<file path="src/rtl/pbp_pkg.sv">
package pbp_pkg;
  // Control qualifiers carried beside the sample word.
  typedef struct packed {
    logic blank;
    logic clamp;
  } pbp_ctl_t;

  localparam int CTL_W = $bits(pbp_ctl_t);

  // A clamp request cancels blanking for the same pixel.
  function automatic logic pbp_kill(pbp_ctl_t c);
    return c.blank & ~c.clamp;
  endfunction
endpackage

</file>
<file path="src/rtl/pbp_delay_line.sv">
module pbp_delay_line #(
  parameter int W     = 8,
  parameter int DEPTH = 8
) (
  input  logic         clk_i,
  input  logic         rst_ni,
  input  logic [W-1:0] d_i,
  output logic [W-1:0] q_o
);
  for (genvar g = 0; g < DEPTH; g++) begin : g_stage
    logic [W-1:0] nxt;
    logic [W-1:0] cur;

    if (g == 0) begin : g_head
      always_comb nxt = d_i;
    end else begin : g_body
      always_comb nxt = g_stage[g-1].cur;
    end

    always_ff @(posedge clk_i or negedge rst_ni) begin
      if (!rst_ni) cur <= '0;
      else         cur <= nxt;
    end
  end

  assign q_o = g_stage[DEPTH-1].cur;
endmodule

</file>
<file path="src/rtl/pbp_fill_tracker.sv">
module pbp_fill_tracker #(
  parameter int LAT = 9
) (
  input  logic clk_i,
  input  logic rst_ni,
  output logic valid_o
);
  localparam int CW = (LAT > 2) ? $clog2(LAT) : 1;
  localparam logic [CW-1:0] LAST = CW'(LAT - 1);

  logic [CW-1:0] cnt_q, cnt_d;
  logic          vld_q, vld_d;

  always_comb begin
    cnt_d = cnt_q;
    vld_d = vld_q;
    if (!vld_q) begin
      if (cnt_q == LAST) vld_d = 1'b1;
      else               cnt_d = cnt_q + 1'b1;
    end
  end

  always_ff @(posedge clk_i or negedge rst_ni) begin
    if (!rst_ni) begin
      cnt_q <= '0;
      vld_q <= 1'b0;
    end else begin
      cnt_q <= cnt_d;
      vld_q <= vld_d;
    end
  end

  assign valid_o = vld_q;
endmodule

</file>
<file path="src/rtl/pbp_out_gate.sv">
module pbp_out_gate
  import pbp_pkg::*;
#(
  parameter int DATA_W = 12
) (
  input  logic              clk_i,
  input  logic              rst_ni,
  input  logic [DATA_W-1:0] tail_data_i,
  input  pbp_ctl_t          tail_ctl_i,
  output logic [DATA_W-1:0] pix_o,
  output logic              clamp_act_o
);
  logic [DATA_W-1:0] pix_d, pix_q;
  logic              clp_d, clp_q;

  always_comb begin
    pix_d = pbp_kill(tail_ctl_i) ? '0 : tail_data_i;
    clp_d = tail_ctl_i.clamp;
  end

  always_ff @(posedge clk_i or negedge rst_ni) begin
    if (!rst_ni) begin
      pix_q <= '0;
      clp_q <= 1'b0;
    end else begin
      pix_q <= pix_d;
      clp_q <= clp_d;
    end
  end

  assign pix_o       = pix_q;
  assign clamp_act_o = clp_q;
endmodule

</file>
<file path="src/rtl/pix_blank_pipe.sv">
module pix_blank_pipe
  import pbp_pkg::*;
#(
  parameter int DATA_W  = 12,
  parameter int LATENCY = 9
) (
  input  logic              clk_i,
  input  logic              rst_ni,
  input  logic [DATA_W-1:0] pix_i,
  input  logic              blank_i,
  input  logic              clamp_ob_i,
  input  logic              clamp_dm_i,
  output logic [DATA_W-1:0] pix_o,
  output logic              clamp_act_o,
  output logic              valid_o
);
  // One stage is the gated output register; the rest form the delay line.
  localparam int LINE_DEPTH = LATENCY - 1;
  localparam int BUS_W      = DATA_W + CTL_W;

  pbp_ctl_t          head_ctl;
  logic [BUS_W-1:0]  head_bus;
  logic [BUS_W-1:0]  tail_bus;
  pbp_ctl_t          tail_ctl;
  logic [DATA_W-1:0] tail_data;
  logic              tail_blank;
  logic              tail_clamp;

  always_comb begin
    head_ctl.blank = blank_i;
    head_ctl.clamp = clamp_ob_i | clamp_dm_i;
    head_bus       = {head_ctl, pix_i};
  end

  pbp_delay_line #(
    .W     (BUS_W),
    .DEPTH (LINE_DEPTH)
  ) u_line (
    .clk_i  (clk_i),
    .rst_ni (rst_ni),
    .d_i    (head_bus),
    .q_o    (tail_bus)
  );

  always_comb begin
    tail_data  = tail_bus[DATA_W-1:0];
    tail_ctl   = pbp_ctl_t'(tail_bus[BUS_W-1:DATA_W]);
    tail_blank = tail_ctl.blank;
    tail_clamp = tail_ctl.clamp;
  end

  pbp_out_gate #(
    .DATA_W (DATA_W)
  ) u_gate (
    .clk_i       (clk_i),
    .rst_ni      (rst_ni),
    .tail_data_i (tail_data),
    .tail_ctl_i  (tail_ctl),
    .pix_o       (pix_o),
    .clamp_act_o (clamp_act_o)
  );

  pbp_fill_tracker #(
    .LAT (LATENCY)
  ) u_fill (
    .clk_i   (clk_i),
    .rst_ni  (rst_ni),
    .valid_o (valid_o)
  );
endmodule

</file>
<file path="config.mk">
export PLATFORM = sky130hd
export DESIGN_NAME = pix_blank_pipe
export DESIGN_NICKNAME = d
export VERILOG_FILES = /design/src/rtl/pbp_pkg.sv /design/src/rtl/pbp_delay_line.sv /design/src/rtl/pbp_fill_tracker.sv /design/src/rtl/pbp_out_gate.sv /design/src/rtl/pix_blank_pipe.sv
export SDC_FILE = /design/constraint.sdc
export NUM_CORES = 1
export LEC_CHECK = 0
export BUFFER_PORTS_ARGS = -buffer_cell sky130_fd_sc_hd__buf_2
export CORE_MARGIN = 4
export CORE_UTILIZATION = 35
export CTS_CLUSTER_DIAMETER = 200
export DETAILED_ROUTE_END_ITERATION = 6
export GPL_TIMING_DRIVEN = 0
export SLEW_MARGIN = 20
export SYNTH_ARGS = -nofsm -noshare
export SYNTH_HDL_FRONTEND = slang
export SYNTH_HIERARCHICAL = 1
export SYNTH_SLANG_ARGS = --single-unit
</file>
<file path="constraint.sdc">
create_clock -name clk_i -period 3.1 [get_ports clk_i]
set_input_delay 0.155 -clock clk_i [delete_from_list [all_inputs] [get_ports clk_i]]
set_output_delay 0.155 -clock clk_i [all_outputs]
set_load 0.02 [all_outputs]
</file>
* After elaboration in Yosys (flattened, before gate mapping)
Cells that the tools add are included.
Storage, ports and cells: bits in registers 130, input port bits 17, output and inout port bits 14, word-level logic and storage cells 23
Operators by class: add/subtract/negate cells 1, eq/ne operators 1, muxes and demuxes 3, bitwise logic cells 5, reduce and logical (&&, ||, !) cells 1
Operators with widths (number):
- 12-bit 2-to-1 mux | 1
- 4-bit by 1-bit adder with 4-bit output, second input constant | 1
- 4-bit equality test, second input constant | 1
- 1-bit inverter | 3
- 1-bit 2-to-1 mux | 2
- 2-bit AND reduction | 1
- 1-bit bitwise AND | 1
- 1-bit bitwise OR | 1

* Depth between registers and ports, before layout
Gate-level depths: netlist of run 1.
depth in word-level cells 3, depth in mapped cells 5, mapped depth without buffers 5

* Hierarchy
The synthesis of run 1 kept the hierarchy.
By module, submodules not included:
- pbp_delay_line | times used 1, cells an instance 112, area an instance 2802.7 sq um, seq. area each 2802.7 sq um
- pbp_out_gate | times used 1, cells an instance 27, area an instance 452.9 sq um, seq. area each 325.3 sq um
- pbp_fill_tracker | times used 1, cells an instance 20, area an instance 239.0 sq um, seq. area each 125.1 sq um
- pix_blank_pipe | times used 1, cells an instance 1, area an instance 6.3 sq um, seq. area each 0.0 sq um

* Worst setup path before layout of run 1
Ideal clock, no wire load.
path kind reg-to-reg, start point reg u_fill.cnt_q[0], end point reg u_fill.cnt_q[1], library setup time 0.125 ns, arrival time 1.213 ns, data required time 2.975 ns, slack 1.762 ns, stages on the path, launching flop included 5, path buffers 0, period minus slack after synthesis 1.338 ns, path through dfrtp_1 inv_2 ha_1 a31oi_1 mux2_2
On the way: word-level cells in the longest chain between the ends 3, elaborated cells between the ends (all ways) 4, those cells by class add/sub (1); eq/ne (1); bitwise (1); reduce/logical (1)
RTL lines:
- start, declared | line pbp_fill_tracker.sv:11 | logic [CW-1:0] cnt_q, cnt_d;
- start signal, assigned | line pbp_fill_tracker.sv:28 | cnt_q <= cnt_d;
- branches (longest 3 deep; another with 4-bit by 1-bit adder with 4-bit output)
Parallel ways; which one is timed is not known. A chain may end at the register's enable or synchronous reset.

* Final worst setup path of run 1
start point reg u_fill.cnt_q[1], end point reg u_fill.cnt_q[1]
Same word-level chain as after synthesis.

==> report_table.html, run 1 <==
<table>
<tr><th>Metric</th><th>Value</th></tr>
<tr><th colspan="2">Status</th></tr>
<tr><td>Status</td><td>finished, final reports clean</td></tr>
<tr><th colspan="2">Critical path</th></tr>
<tr><td>Reg-to-reg slack, setup</td><td>~1.6 ns</td></tr>
<tr><td>RR Startpoint</td><td>u_fill/cnt_q[1]</td></tr>
<tr><td>Max stage delay cell, worst path</td><td>sky130_fd_sc_hd__mux2_2</td></tr>
<tr><td>Stage delay of the slowest cell on the critical path</td><td>~0.38 ns</td></tr>
<tr><td>Depth of the worst register-to-register path</td><td>4</td></tr>
<tr><td>Required time of the worst setup path</td><td>3.48 ns</td></tr>
<tr><td>Setup CP Type</td><td>register to register</td></tr>
<tr><td>Data arrival time of the worst path</td><td>1.84 ns</td></tr>
<tr><td>Critical path buffers and inverters</td><td>1</td></tr>
<tr><td>Worst r2r dst</td><td>u_fill/cnt_q[1]</td></tr>
<tr><td>Element type at the critical path end</td><td>register</td></tr>
<tr><td>Sequence of cells on the critical path</td><td>inv_1, ha_1, a31oi_1, mux2_2</td></tr>
<tr><td>Startpoint types</td><td>register</td></tr>
<tr><td>Family of cells with the greatest summed delay on the critical path</td><td>multiplexers</td></tr>
<tr><td>Largest fanout on the critical path</td><td>3</td></tr>
<tr><th colspan="2">Yosys</th></tr>
<tr><td>Area share of the largest cell type after synthesis</td><td>0.929</td></tr>
<tr><td>Net count of the mapped netlist</td><td>~180</td></tr>
<tr><td>Top post-synthesis cells by area</td><td>sky130_fd_sc_hd__dfrtp_1 (93%), sky130_fd_sc_hd__and2_4 (2.5%), sky130_fd_sc_hd__ha_1 (0.71%)</td></tr>
<tr><td>Number of synthesized flops with an enable pin</td><td>0</td></tr>
<tr><td>Gate Count Post-Synth</td><td>160</td></tr>
<tr><td>Biggest area consumer among synthesized cells</td><td>sky130_fd_sc_hd__dfrtp_1</td></tr>
<tr><td>Async set or reset register ratio after synthesis</td><td>1.00</td></tr>
<tr><td>Leading register cell type out of synthesis</td><td>sky130_fd_sc_hd__dfrtp_1</td></tr>
<tr><td>Synth Warn #</td><td>6</td></tr>
<tr><td>Mean cell area of the mapped netlist</td><td>21.9 um^2</td></tr>
<tr><td>Post-synthesis sequential element count</td><td>130</td></tr>
<tr><td>Total standard cell area after synthesis</td><td>~3500 um^2</td></tr>
<tr><td>Commonest cells post-synth</td><td>sky130_fd_sc_hd__dfrtp_1 (130), sky130_fd_sc_hd__and2_4 (10), sky130_fd_sc_hd__inv_1 (3)</td></tr>
<tr><td>Distinct cell type count after synthesis</td><td>18</td></tr>
<tr><td>Cell with the most instances after synthesis</td><td>sky130_fd_sc_hd__dfrtp_1</td></tr>
<tr><td>Fraction of the yosys area taken by sequential cells</td><td>0.929</td></tr>
<tr><th colspan="2">Clock tree</th></tr>
<tr><td>TritonCTS Sinks</td><td>130</td></tr>
<tr><td>H-tree Lvls</td><td>4</td></tr>
<tr><td>TritonCTS clock tree</td><td>yes</td></tr>
<tr><td>Bufs on Longest Clock Path</td><td>2</td></tr>
<tr><td>Clock Tree Root</td><td>sky130_fd_sc_hd__clkbuf_8</td></tr>
<tr><td>Worst-skew pair later-pin latency</td><td>0.49 ns</td></tr>
<tr><td>Clock input transition at the sequential cells of the worst setup and hold paths</td><td>approximately 0.06 ns</td></tr>
<tr><td>Number of gates given a new drive strength after cts</td><td>0</td></tr>
<tr><td>Inserted Clock Buffers</td><td>17</td></tr>
<tr><th colspan="2">Floorplan</th></tr>
<tr><td>Die area</td><td>around 12000 um^2</td></tr>
<tr><td>Initial core utilization</td><td>0.358</td></tr>
<tr><td>Cell row count</td><td>36</td></tr>
<tr><td>Die outline width</td><td>~110 um</td></tr>
<tr><td>Area of the placeable core</td><td>9770 um^2</td></tr>
<tr><td>Die Ht</td><td>approximately 110 um</td></tr>
<tr><td>Number of top-level pins</td><td>31</td></tr>
<tr><th colspan="2">Worst hold path</th></tr>
<tr><td>Worst Hold Class</td><td>primary input to asynchronous set/reset pin</td></tr>
<tr><th colspan="2">Placement</th></tr>
<tr><td>Post-DP HPWL</td><td>about 1.6 mm</td></tr>
<tr><td>Total instance count after detailed placement</td><td>324</td></tr>
<tr><td>Port Buffer Count</td><td>30</td></tr>
<tr><td>Gpl congestion</td><td>around 0.58</td></tr>
<tr><th colspan="2">STA</th></tr>
<tr><td>Hold Violations, Final</td><td>0</td></tr>
<tr><td>Total of endpoints with negative setup slack in the final report</td><td>0</td></tr>
<tr><td>Final critical-path share of the clock period</td><td>0.470</td></tr>
<tr><td>Achievable clock frequency</td><td>just under 700 MHz</td></tr>
<tr><td>Setup clock skew after layout</td><td>0.00691 ns</td></tr>
<tr><td>Slew at the pin closest to its max-slew limit</td><td>between 0.4 and 0.5 ns</td></tr>
<tr><td>Post-route minimum period</td><td>~1.5 ns</td></tr>
<tr><td>Slew Limit Headroom</td><td>0.720</td></tr>
<tr><td>Worst hold margin</td><td>approximately 0.14 ns</td></tr>
<tr><td>Setup TNS</td><td>0 ns</td></tr>
<tr><td>Setup repair after global routing missed its margin</td><td>no</td></tr>
<tr><td>Slew Limit Fails</td><td>0</td></tr>
<tr><th colspan="2">GRT</th></tr>
<tr><td>Final global-route overflow total</td><td>0</td></tr>
<tr><td>Largest net degree at the start of global routing</td><td>between 80 and 90</td></tr>
<tr><td>Number of antenna violations at the first check in global routing</td><td>0</td></tr>
<tr><td>Global-route wire length before repair</td><td>roughly 6 mm</td></tr>
<tr><td>Global Route Usage Sum</td><td>0.0700</td></tr>
<tr><td>Vias in the first global route</td><td>approximately 1400</td></tr>
<tr><th colspan="2">Route</th></tr>
<tr><td>Remaining routing DRC violations</td><td>0</td></tr>
<tr><td>First drt pass iteration count</td><td>4</td></tr>
<tr><td>DRT antenna net count</td><td>0</td></tr>
<tr><td>Routed wire length</td><td>around 3.3 mm</td></tr>
<tr><td>Drt wl/cell</td><td>just under 9 um</td></tr>
<tr><td>Initial drt markers</td><td>33</td></tr>
<tr><td>Total via count in the routed design</td><td>approximately 1300</td></tr>
<tr><td>Vias per std cell</td><td>approximately 3.5</td></tr>
<tr><th colspan="2">Cells and area</th></tr>
<tr><td>Nets</td><td>245</td></tr>
<tr><td>Layout area overhead</td><td>31.3%</td></tr>
<tr><td>Inserted Diodes</td><td>0</td></tr>
<tr><td>Share of post-route cells with drive strength above 1</td><td>0.339</td></tr>
<tr><td>Final instance count without filler cells</td><td>roughly 370</td></tr>
<tr><td>Fill cell instance count of the final layout</td><td>a little over 800</td></tr>
<tr><th colspan="2">Job</th></tr>
<tr><td>Max capacitance violation total</td><td>0</td></tr>
<tr><th colspan="2">Power and ir drop</th></tr>
<tr><td>Overall power of the completed layout</td><td>3.80 mW</td></tr>
<tr><td>Leakage power of the design</td><td>~2.1 nW</td></tr>
<tr><td>Max IR drop VDD</td><td>~0.37 mV</td></tr>
<tr><td>P per Cell Area</td><td>about 830 nW/um^2</td></tr>
</table>
==> layout by cell type (no fill, tap or decap) <==
cell type and n:
sky130_fd_sc_hd__a31oi_1 1, sky130_fd_sc_hd__and2_2 2, sky130_fd_sc_hd__and2_4 10, sky130_fd_sc_hd__buf_16 1, sky130_fd_sc_hd__buf_2 29, sky130_fd_sc_hd__buf_6 2
sky130_fd_sc_hd__bufinv_16 2, sky130_fd_sc_hd__clkbuf_16 16, sky130_fd_sc_hd__clkbuf_8 1, sky130_fd_sc_hd__clkinv_4 3, sky130_fd_sc_hd__clkinvlp_4 3, sky130_fd_sc_hd__dfrtp_1 130
sky130_fd_sc_hd__dlygate4sd3_1 16, sky130_fd_sc_hd__ha_1 2, sky130_fd_sc_hd__inv_1 3, sky130_fd_sc_hd__inv_2 1, sky130_fd_sc_hd__inv_6 6, sky130_fd_sc_hd__inv_8 1
sky130_fd_sc_hd__mux2_2 1, sky130_fd_sc_hd__nand2_1 1, sky130_fd_sc_hd__nand2b_4 1, sky130_fd_sc_hd__nand3_1 1, sky130_fd_sc_hd__nor2b_1 1, sky130_fd_sc_hd__o21ai_0 1
sky130_fd_sc_hd__or2_1 1, sky130_fd_sc_hd__or4_4 1, sky130_fd_sc_hd__xnor2_1 1, sky130_fd_sc_hd__xnor2_2 1
==> where the power goes <==
part | internal [mW] | switching (mW) | total [mW]
clock | 1.17 | 0.729 | 1.90
sequential | 1.78 | 0.0190 | 1.80
combinational | 0.0450 | 0.0550 | 0.100
==> worst max-delay path by stage <==
stage	startpoint	end	slack [ns]	depth (start not counted)
2_1_floorplan	u_fill/cnt_q[0]	u_fill/cnt_q[1]	1.76	4
3_3_place_gp	rst_ni	u_gate/pix_o[0]	0.48	1
3_5_place_dp	u_fill/cnt_q[1]	u_fill/cnt_q[1]	1.65	4
4_1_cts	u_fill/cnt_q[1]	u_fill/cnt_q[1]	1.64	4
5_1_grt	u_fill/cnt_q[1]	u_fill/cnt_q[1]	1.57	4
6_report	u_fill/cnt_q[1]	u_fill/cnt_q[1]	1.64	4
==> worst register-to-register path, stage by stage, from the launching register on <==
cell and delay [ns]:
sky130_fd_sc_hd__dfrtp_1 0.37, sky130_fd_sc_hd__inv_1 0.08, sky130_fd_sc_hd__ha_1 0.20, sky130_fd_sc_hd__a31oi_1 0.32
sky130_fd_sc_hd__mux2_2 0.38
==> flip-flops by register name (all words and copies together), names as in the netlist <==
name and flops:
u_line/g_stage.cur 98, u_fill/cnt_q 4, u_gate/clamp_act_o 1, u_fill/valid_o 1, u_line/q_o 14, u_gate/pix_o 12
==> stage by stage <==
| step | util | setup slack, ns | instance area (um^2) |
|---|---|---|---|
| 6_report | 0.470 | 1.64 | 4600 |
| 5_1_grt | 0.470 | 1.57 | 4600 |
| 4_1_cts | 0.470 | 1.64 | 4600 |
| 3_5_place_dp | 0.394 | 1.65 | 3850 |
| 3_3_place_gp | 0.391 | 0.479 | 3820 |
| 2_1_floorplan | - | 1.76 | 3500 |
==> final cells by class <==
type	count	area, um^2	area share
clock inverter	15	173	0.0376
sequential	130	3250	0.707
timing repair buffer	47	344	0.0748
inverter	4	15.0	0.00327
buffer	1	11.3	0.00245
tap	133	166	0.0362
clock buffer	17	414	0.0901
multi-input combinational	25	221	0.0482
==> routing by layer <==
metal,vias up,share of wire,track usage
li1,638,-,-
met1,598,0.44,0.0746
met2,43,0.45,0.102
met3,10,0.082,0.0364
met4,0,0.034,0.0595
met5,-,0,0
==> cells by family after synthesis <==
family / Yosys count / synth area share
multiplexers: 1 / 0.00322
buffers and inverters: 5 / 0.00750
flip-flops: 130 / 0.929
adder cells (fa/ha/maj): 2 / 0.00715
XOR/XNOR: 2 / 0.00715
AND/OR/NAND/NOR: 18 / 0.0425
AO/OA/AOI/OAI: 2 / 0.00322
==> what timing repair did <==
| item | in CTS | in global routing |
|---|---|---|
| setup buffers | 0 | 0 |
| hold buffers | 16 | 0 |
| endpoints found under the hold margin | 60 | 0 |
Note: power is estimated with default switching activity, not from simulation.
==> run 2: changes to the inputs <==
clock period = 1.33 ns   (was 3.1 ns; I/O delays follow)
==> report_table.html, run 2 (same netlist as run 1, synthesis figures left out) <==
<table>
<tr><th>Metric</th><th>Value</th></tr>
<tr><th colspan="2">Floorplan</th></tr>
<tr><td>Die Ht</td><td>108 um (unchanged)</td></tr>
<tr><td>Cell row count</td><td>36 (unchanged)</td></tr>
<tr><td>Die area</td><td>11700 um^2 (unchanged)</td></tr>
<tr><td>Number of top-level pins</td><td>31 (unchanged)</td></tr>
<tr><td>Area of the placeable core</td><td>9770 um^2 (unchanged)</td></tr>
<tr><td>Initial core utilization</td><td>0.358 (unchanged)</td></tr>
<tr><td>Die outline width</td><td>108 um (unchanged)</td></tr>
<tr><th colspan="2">Route</th></tr>
<tr><td>Sum of met3 wire segment lengths after detailed routing</td><td>275 um (was 271 um)</td></tr>
<tr><td>First drt pass iteration count</td><td>3 (was 4)</td></tr>
<tr><td>Routed wire length</td><td>3.84 mm (was 3.32 mm)</td></tr>
<tr><td>Drt wl/cell</td><td>10.3 um (was 8.92 um)</td></tr>
<tr><td>Vias per std cell</td><td>3.74 (was 3.47)</td></tr>
<tr><td>Detailed-route wire length on metal 1</td><td>1.61 mm (was 1.45 mm)</td></tr>
<tr><td>DRT antenna net count</td><td>0 (unchanged)</td></tr>
<tr><td>Top layer reached by signal wires</td><td>met4 (unchanged)</td></tr>
<tr><td>Detailed route wirelength on metal2</td><td>1.85 mm (was 1.48 mm)</td></tr>
<tr><td>Initial drt markers</td><td>56 (was 33)</td></tr>
<tr><td>Remaining routing DRC violations</td><td>0 (unchanged)</td></tr>
<tr><td>Total via count in the routed design</td><td>1398 (was 1289)</td></tr>
<tr><th colspan="2">Cells and area</th></tr>
<tr><td>Most frequent cells in the layout</td><td>sky130_fd_sc_hd__dfrtp_1 (130), sky130_fd_sc_hd__buf_2 (29), sky130_fd_sc_hd__clkbuf_16 (16), sky130_fd_sc_hd__dlygate4sd3_1 (16), sky130_fd_sc_hd__and2_4 (10) (unchanged)</td></tr>
<tr><td>Final instance count without filler cells</td><td>374 (was 372)</td></tr>
<tr><td>Layout Cell Area excl Fill</td><td>4630 um^2 (was 4600 um^2)</td></tr>
<tr><td>Flip-flop count of the largest register, all copies and words added</td><td>98 (unchanged)</td></tr>
<tr><td>Share of post-route cells with drive strength above 1</td><td>0.344 (was 0.339)</td></tr>
<tr><td>Inserted Diodes</td><td>0 (unchanged)</td></tr>
<tr><td>Layout area overhead</td><td>32.4% (was 31.3%)</td></tr>
<tr><td>Fill cell instance count of the final layout</td><td>819 (was 813)</td></tr>
<tr><td>Nets</td><td>247 (was 245)</td></tr>
<tr><td>Area used by multi-input combinational logic</td><td>239 um^2 (was 221 um^2)</td></tr>
<tr><td>Sequential cell area</td><td>3250 um^2 (unchanged)</td></tr>
<tr><td>Most common library cell in the layout ignoring fill and taps</td><td>sky130_fd_sc_hd__dfrtp_1 (unchanged)</td></tr>
<tr><td>Largest register by flop count</td><td>u_line/g_stage.cur (unchanged)</td></tr>
<tr><th colspan="2">Power and ir drop</th></tr>
<tr><td>P per Cell Area</td><td>1910 nW/um^2 (was 825 nW/um^2)</td></tr>
<tr><td>Leakage power of the design</td><td>2.11 nW (was 2.10 nW)</td></tr>
<tr><td>Max IR drop VDD</td><td>1.02 mV (was 0.373 mV)</td></tr>
<tr><td>Overall power of the completed layout</td><td>8.87 mW (was 3.80 mW)</td></tr>
<tr><th colspan="2">STA</th></tr>
<tr><td>Final WS setup</td><td>0.0713 ns (was 1.64 ns)</td></tr>
<tr><td>Post-route minimum period</td><td>1.26 ns (was 1.46 ns)</td></tr>
<tr><td>Total of endpoints with negative setup slack in the final report</td><td>0 (unchanged)</td></tr>
<tr><td>Slew Limit Fails</td><td>0 (unchanged)</td></tr>
<tr><td>Setup repair after global routing missed its margin</td><td>no (unchanged)</td></tr>
<tr><td>Slew at the pin closest to its max-slew limit</td><td>0.490 ns (was 0.420 ns)</td></tr>
<tr><td>Slew Limit Headroom</td><td>0.674 (was 0.720)</td></tr>
<tr><td>Achievable clock frequency</td><td>794 MHz (was 686 MHz)</td></tr>
<tr><td>Setup clock skew after layout</td><td>0.0177 ns (was 0.00691 ns)</td></tr>
<tr><td>Final critical-path share of the clock period</td><td>0.946 (was 0.470)</td></tr>
<tr><td>Setup TNS</td><td>0 ns (unchanged)</td></tr>
<tr><td>Hold Violations, Final</td><td>0 (unchanged)</td></tr>
<tr><th colspan="2">GRT</th></tr>
<tr><td>Global Route Usage Sum</td><td>0.0844 (was 0.0700)</td></tr>
<tr><td>Largest net degree at the start of global routing</td><td>77 (was 85)</td></tr>
<tr><td>Final global-route overflow total</td><td>0 (unchanged)</td></tr>
<tr><td>Vias in the first global route</td><td>1596 (was 1359)</td></tr>
<tr><td>Number of antenna violations at the first check in global routing</td><td>0 (unchanged)</td></tr>
<tr><td>Global-route wire length before repair</td><td>7.16 mm (was 5.95 mm)</td></tr>
<tr><th colspan="2">Critical path</th></tr>
<tr><td>RR Startpoint</td><td>u_fill/cnt_q[0] (was u_fill/cnt_q[1])</td></tr>
<tr><td>Depth of the worst register-to-register path</td><td>4 (unchanged)</td></tr>
<tr><td>Worst r2r dst</td><td>u_fill/cnt_q[1] (unchanged)</td></tr>
<tr><td>Setup CP Type</td><td>register to register (unchanged)</td></tr>
<tr><td>Required time of the worst setup path</td><td>1.72 ns (was 3.48 ns)</td></tr>
<tr><td>End of the critical path</td><td>u_fill/cnt_q[1] (unchanged)</td></tr>
<tr><td>Source of the critical timing path</td><td>u_fill/cnt_q[0] (was u_fill/cnt_q[1])</td></tr>
<tr><td>Startpoint types</td><td>register (unchanged)</td></tr>
<tr><td>Data arrival time of the worst path</td><td>1.65 ns (was 1.84 ns)</td></tr>
<tr><td>Reg-to-reg slack, setup</td><td>0.07 ns (was 1.64 ns)</td></tr>
<tr><td>Largest fanout on the critical path</td><td>3 (unchanged)</td></tr>
<tr><td>Element type at the critical path end</td><td>register (unchanged)</td></tr>
<tr><th colspan="2">Placement</th></tr>
<tr><td>Worst Setup Slack post-DPL</td><td>-0.0685 ns (was 1.65 ns)</td></tr>
<tr><td>Placed inst area</td><td>3860 um^2 (was 3850 um^2)</td></tr>
<tr><td>Total instance count after detailed placement</td><td>324 (unchanged)</td></tr>
<tr><td>Post-DP HPWL</td><td>1.97 mm (was 1.59 mm)</td></tr>
<tr><td>Gpl congestion</td><td>0.560 (was 0.583)</td></tr>
<tr><td>Port Buffer Count</td><td>30 (unchanged)</td></tr>
<tr><th colspan="2">Clock tree</th></tr>
<tr><td>Worst-skew pair later-pin latency</td><td>0.50 ns (was 0.49 ns)</td></tr>
<tr><td>TritonCTS Sinks</td><td>130 (unchanged)</td></tr>
<tr><td>Clock input transition at the sequential cells of the worst setup and hold paths</td><td>0.05 ns (was 0.06 ns)</td></tr>
<tr><td>TritonCTS clock tree</td><td>yes (unchanged)</td></tr>
<tr><td>H-tree Lvls</td><td>4 (unchanged)</td></tr>
<tr><td>Bufs on Longest Clock Path</td><td>2 (unchanged)</td></tr>
<tr><td>Clock Tree Root</td><td>sky130_fd_sc_hd__clkbuf_8 (unchanged)</td></tr>
<tr><td>Inserted Clock Buffers</td><td>17 (unchanged)</td></tr>
<tr><th colspan="2">Worst hold path</th></tr>
<tr><td>Worst Hold Class</td><td>primary input to asynchronous set/reset pin (unchanged)</td></tr>
<tr><th colspan="2">Job</th></tr>
<tr><td>Max capacitance violation total</td><td>0 (unchanged)</td></tr>
<tr><th colspan="2">Status</th></tr>
<tr><td>Status</td><td>finished, final reports clean (unchanged)</td></tr>
</table>
run 2: worst min path at each step:
| stage | slack [ns] | end | start | depth (start not counted) |
|---|---|---|---|---|
| final | 0.09 | u_fill/cnt_q[1] | rst_ni | 2 |
| after global routing | 0.14 | u_fill/cnt_q[0] | rst_ni | 2 |
| after CTS | 0.08 | u_fill/cnt_q[0] | rst_ni | 2 |
| after detailed placement | 0.05 | u_fill/cnt_q[0] | rst_ni | 1 |
| after global placement | 0.18 | u_line/g_stage[0].cur[4] | pix_i[4] | 1 |
| after floorplan | -0.23 | u_fill/cnt_q[0] | rst_ni | 0 |
run 2: cell type report:
| class | instances | area share |
|---|---|---|
| Timing Repair Buffer | 49 | 0.0775 |
| Multi-Input combinational cell | 25 | 0.0516 |
| Sequential cell | 130 | 0.702 |
| Tap cell | 133 | 0.0359 |
| Inverter | 4 | 0.00324 |
| Clock inverter | 8 | 0.0216 |
| Clock buffer | 24 | 0.106 |
| Buffer | 1 | 0.00243 |
run 2: power by group:
group,total [mW],internal [mW],switching (mW)
Sequential,4.20,4.15,0.0470
Combinational,0.236,0.105,0.131
Clock,4.44,2.91,1.53
run 2: metrics by stage:
step / util / hold WS (ns)
finish: 0.474 / 0.0856
global route: 0.474 / 0.138
CTS: 0.473 / 0.0783
detailed placement: 0.395 / 0.0528
global placement: 0.391 / 0.175
floorplan: - / -0.229
run 2: critical path: stages (launching register included):
cell	delay, ns
sky130_fd_sc_hd__dfrtp_1	0.36
sky130_fd_sc_hd__inv_2	0.06
sky130_fd_sc_hd__ha_2	0.20
sky130_fd_sc_hd__a31oi_4	0.17
sky130_fd_sc_hd__mux2_2	0.36
run 2: what timing repair did:
item                       4_1_cts  5_1_grt
gates resized for setup          2        0
hold endpoints to repair       144        0
pin swaps                        1        0
setup buffers                    1        1
setup endpoints to repair        1        1
hold buffers                    16        0
run 2: metal layers:
metal	GRT usage	up-vias
li1	-	633
met1	0.0831	711
met2	0.133	45
met3	0.0472	9
met4	0.0622	0
met5	0	-
==> run 3: changes to the inputs <==
CORE_MARGIN = 1.5   (was 4)
CORE_UTILIZATION = 50   (was 35)
PLACE_DENSITY = 0.71   (was unset)
==> report_table.html, run 3 (same netlist as run 1, synthesis figures left out) <==
<table>
<tr><th>Metric</th><th>Value</th></tr>
<tr><th colspan="2">Status</th></tr>
<tr><td>Status</td><td>finished, final reports clean (unchanged)</td></tr>
<tr><th colspan="2">Clock tree</th></tr>
<tr><td>Clock Tree Root</td><td>sky130_fd_sc_hd__clkbuf_8 (unchanged)</td></tr>
<tr><td>H-tree Lvls</td><td>4 (unchanged)</td></tr>
<tr><td>Bufs on Longest Clock Path</td><td>2 (unchanged)</td></tr>
<tr><td>Clock input transition at the sequential cells of the worst setup and hold paths</td><td>0.05 ns (about the same)</td></tr>
<tr><td>Worst-skew pair later-pin latency</td><td>0.50 ns (about the same)</td></tr>
<tr><td>TritonCTS Sinks</td><td>130 (unchanged)</td></tr>
<tr><td>Inserted Clock Buffers</td><td>17 (unchanged)</td></tr>
<tr><td>TritonCTS clock tree</td><td>yes (unchanged)</td></tr>
<tr><th colspan="2">Route</th></tr>
<tr><td>Routed wire length</td><td>4.04 mm (was 3.84 mm)</td></tr>
<tr><td>Remaining routing DRC violations</td><td>0 (unchanged)</td></tr>
<tr><td>DRT antenna net count</td><td>0 (unchanged)</td></tr>
<tr><td>Total via count in the routed design</td><td>1411 (was 1398)</td></tr>
<tr><td>Initial drt markers</td><td>76 (was 56)</td></tr>
<tr><td>First drt pass iteration count</td><td>3 (unchanged)</td></tr>
<tr><td>Vias per std cell</td><td>4.19 (was 3.74)</td></tr>
<tr><td>Drt wl/cell</td><td>12.0 um (was 10.3 um)</td></tr>
<tr><th colspan="2">STA</th></tr>
<tr><td>Slew Limit Fails</td><td>0 (unchanged)</td></tr>
<tr><td>Final WS setup</td><td>0.0405 ns (was 0.0713 ns)</td></tr>
<tr><td>Setup TNS</td><td>0 ns (unchanged)</td></tr>
<tr><td>Hold Violations, Final</td><td>0 (unchanged)</td></tr>
<tr><td>Achievable clock frequency</td><td>776 MHz (was 794 MHz)</td></tr>
<tr><td>Total of endpoints with negative setup slack in the final report</td><td>0 (unchanged)</td></tr>
<tr><td>Slew Limit Headroom</td><td>0.724 (was 0.674)</td></tr>
<tr><td>Slew at the pin closest to its max-slew limit</td><td>0.413 ns (was 0.490 ns)</td></tr>
<tr><td>Post-route minimum period</td><td>1.29 ns (was 1.26 ns)</td></tr>
<tr><td>Setup clock skew after layout</td><td>0.00570 ns (was 0.0177 ns)</td></tr>
<tr><td>Final critical-path share of the clock period</td><td>0.970 (was 0.946)</td></tr>
<tr><th colspan="2">Floorplan</th></tr>
<tr><td>Die outline width</td><td>86.7 um (was 108 um)</td></tr>
<tr><td>Area of the placeable core</td><td>6790 um^2 (was 9770 um^2)</td></tr>
<tr><td>Initial core utilization</td><td>0.515 (was 0.358)</td></tr>
<tr><td>Die Ht</td><td>86.7 um (was 108 um)</td></tr>
<tr><td>Number of top-level pins</td><td>31 (unchanged)</td></tr>
<tr><td>Die area</td><td>7510 um^2 (was 11700 um^2)</td></tr>
<tr><td>Cell row count</td><td>30 (was 36)</td></tr>
<tr><th colspan="2">Placement</th></tr>
<tr><td>Worst Setup Slack post-DPL</td><td>-0.0424 ns (was -0.0685 ns)</td></tr>
<tr><td>Port Buffer Count</td><td>30 (unchanged)</td></tr>
<tr><td>Post-DP HPWL</td><td>1.85 mm (was 1.97 mm)</td></tr>
<tr><td>Gpl congestion</td><td>0.607 (was 0.560)</td></tr>
<tr><th colspan="2">Cells and area</th></tr>
<tr><td>Inserted Diodes</td><td>0 (unchanged)</td></tr>
<tr><td>Largest register by flop count</td><td>u_line/g_stage.cur (unchanged)</td></tr>
<tr><td>Layout area overhead</td><td>29.9% (was 32.4%)</td></tr>
<tr><td>Fill cell instance count of the final layout</td><td>430 (was 819)</td></tr>
<tr><td>Most frequent cells in the layout</td><td>sky130_fd_sc_hd__dfrtp_1 (130), sky130_fd_sc_hd__buf_2 (29), sky130_fd_sc_hd__clkbuf_16 (16), sky130_fd_sc_hd__dlygate4sd3_1 (16), sky130_fd_sc_hd__and2_4 (10) (unchanged)</td></tr>
<tr><td>Share of post-route cells with drive strength above 1</td><td>0.328 (was 0.344)</td></tr>
<tr><td>Flip-flop count of the largest register, all copies and words added</td><td>98 (unchanged)</td></tr>
<tr><td>Nets</td><td>247 (unchanged)</td></tr>
<tr><td>Most common library cell in the layout ignoring fill and taps</td><td>sky130_fd_sc_hd__dfrtp_1 (unchanged)</td></tr>
<tr><th colspan="2">GRT</th></tr>
<tr><td>Final global-route overflow total</td><td>0 (unchanged)</td></tr>
<tr><td>Vias in the first global route</td><td>1561 (was 1596)</td></tr>
<tr><td>Global Route Usage Sum</td><td>0.136 (was 0.0844)</td></tr>
<tr><td>Largest net degree at the start of global routing</td><td>92 (was 77)</td></tr>
<tr><td>Global-route wire length before repair</td><td>7.03 mm (was 7.16 mm)</td></tr>
<tr><td>Number of antenna violations at the first check in global routing</td><td>0 (unchanged)</td></tr>
<tr><th colspan="2">Critical path</th></tr>
<tr><td>Required time of the worst setup path</td><td>1.71 ns (was 1.72 ns)</td></tr>
<tr><td>Data arrival time of the worst path</td><td>1.67 ns (was 1.65 ns)</td></tr>
<tr><td>Largest fanout on the critical path</td><td>3 (unchanged)</td></tr>
<tr><td>Element type at the critical path end</td><td>register (unchanged)</td></tr>
<tr><td>Setup CP Type</td><td>register to register (unchanged)</td></tr>
<tr><td>Startpoint types</td><td>register (unchanged)</td></tr>
<tr><th colspan="2">Power and ir drop</th></tr>
<tr><td>Max IR drop VDD</td><td>1.14 mV (was 1.02 mV)</td></tr>
<tr><td>P per Cell Area</td><td>1880 nW/um^2 (was 1910 nW/um^2)</td></tr>
<tr><td>Leakage power of the design</td><td>2.11 nW (about the same)</td></tr>
<tr><th colspan="2">Job</th></tr>
<tr><td>Max capacitance violation total</td><td>0 (unchanged)</td></tr>
<tr><th colspan="2">Worst hold path</th></tr>
<tr><td>Worst Hold Class</td><td>primary input to asynchronous set/reset pin (unchanged)</td></tr>
</table>
-- run 3: cell type report --
class                      instances  area, um^2  share of cell area
buffer                             1        11.3             0.00248
clock buffer                      27         492               0.108
clock inverter                     5        50.0              0.0110
inverter                           4        15.0             0.00330
multi-input combinational         25         249              0.0547
sequential                       130        3250               0.715
tap                               96         120              0.0264
timing repair buffer              49         359              0.0789
-- run 3: power breakdown --
| part | total [mW] | leakage [nW] | internal [mW] | switching, mW |
|---|---|---|---|---|
| sequential | 4.21 | 1.51 | 4.16 | 0.0505 |
| clock | 4.09 | 0.270 | 2.66 | 1.43 |
| combinational | 0.239 | 0.329 | 0.105 | 0.134 |
| total | 8.54 | 2.11 | 6.92 | 1.62 |
-- run 3: worst max-delay path, stage by stage, from the launching register on --
cell and delay, ns:
sky130_fd_sc_hd__dfrtp_1 0.37, sky130_fd_sc_hd__inv_2 0.07, sky130_fd_sc_hd__ha_4 0.17, sky130_fd_sc_hd__a31oi_4 0.20, sky130_fd_sc_hd__mux2_2 0.35
-- run 3: path summary, 6_finish.rpt --
kind	slack, ns	from	endpoint	cells after the start
setup / recovery	0.04	u_fill/cnt_q[0]	u_fill/cnt_q[1]	4
hold reg to reg	0.34	u_line/g_stage[3].cur[10]	u_line/g_stage[4].cur[10]	0
max in group asynchronous	0.57	rst_ni	u_fill/cnt_q[1]	3
setup reg to reg	0.04	u_fill/cnt_q[0]	u_fill/cnt_q[1]	4
min in group clk_i	0.21	pix_i[3]	u_line/g_stage[0].cur[3]	2
hold / removal	0.05	rst_ni	u_line/g_stage[6].cur[10]	2
-- run 3: metal layers --
metal  part of all wire  GRT usage  wire length [um]  vias to the layer above
met5                  0          0                 0                        -
met2               0.54      0.209              2170                       48
met1               0.39      0.148              1590                      718
met4              0.016     0.0982                63                        0
li1                   -          -                 -                      637
met3              0.054     0.0657               219                        8
-- run 3: timing repair --
| item | in CTS | in global routing |
|---|---|---|
| gates resized for setup | 1 | 2 |
| pin swaps | 1 | 1 |
| hold buffers | 16 | 0 |
| setup endpoints to repair | 1 | 1 |
| hold endpoints to repair | 144 | 0 |
| setup buffers | 0 | 2 |
| gates cloned | 0 | 0 |
-- run 3: through the flow --
step	total power, mW	util	instance area [um^2]	cells	hold slack, ns
3_3_place_gp	4.44	0.556	3780	286	0.174
5_1_grt	8.91	0.670	4550	337	0.0634
3_5_place_dp	4.48	0.561	3810	287	-0.00537
2_1_floorplan	4.33	-	3510	160	-0.229
6_report	8.54	0.670	4550	337	0.0483
4_1_cts	8.67	0.666	4520	335	0.0214
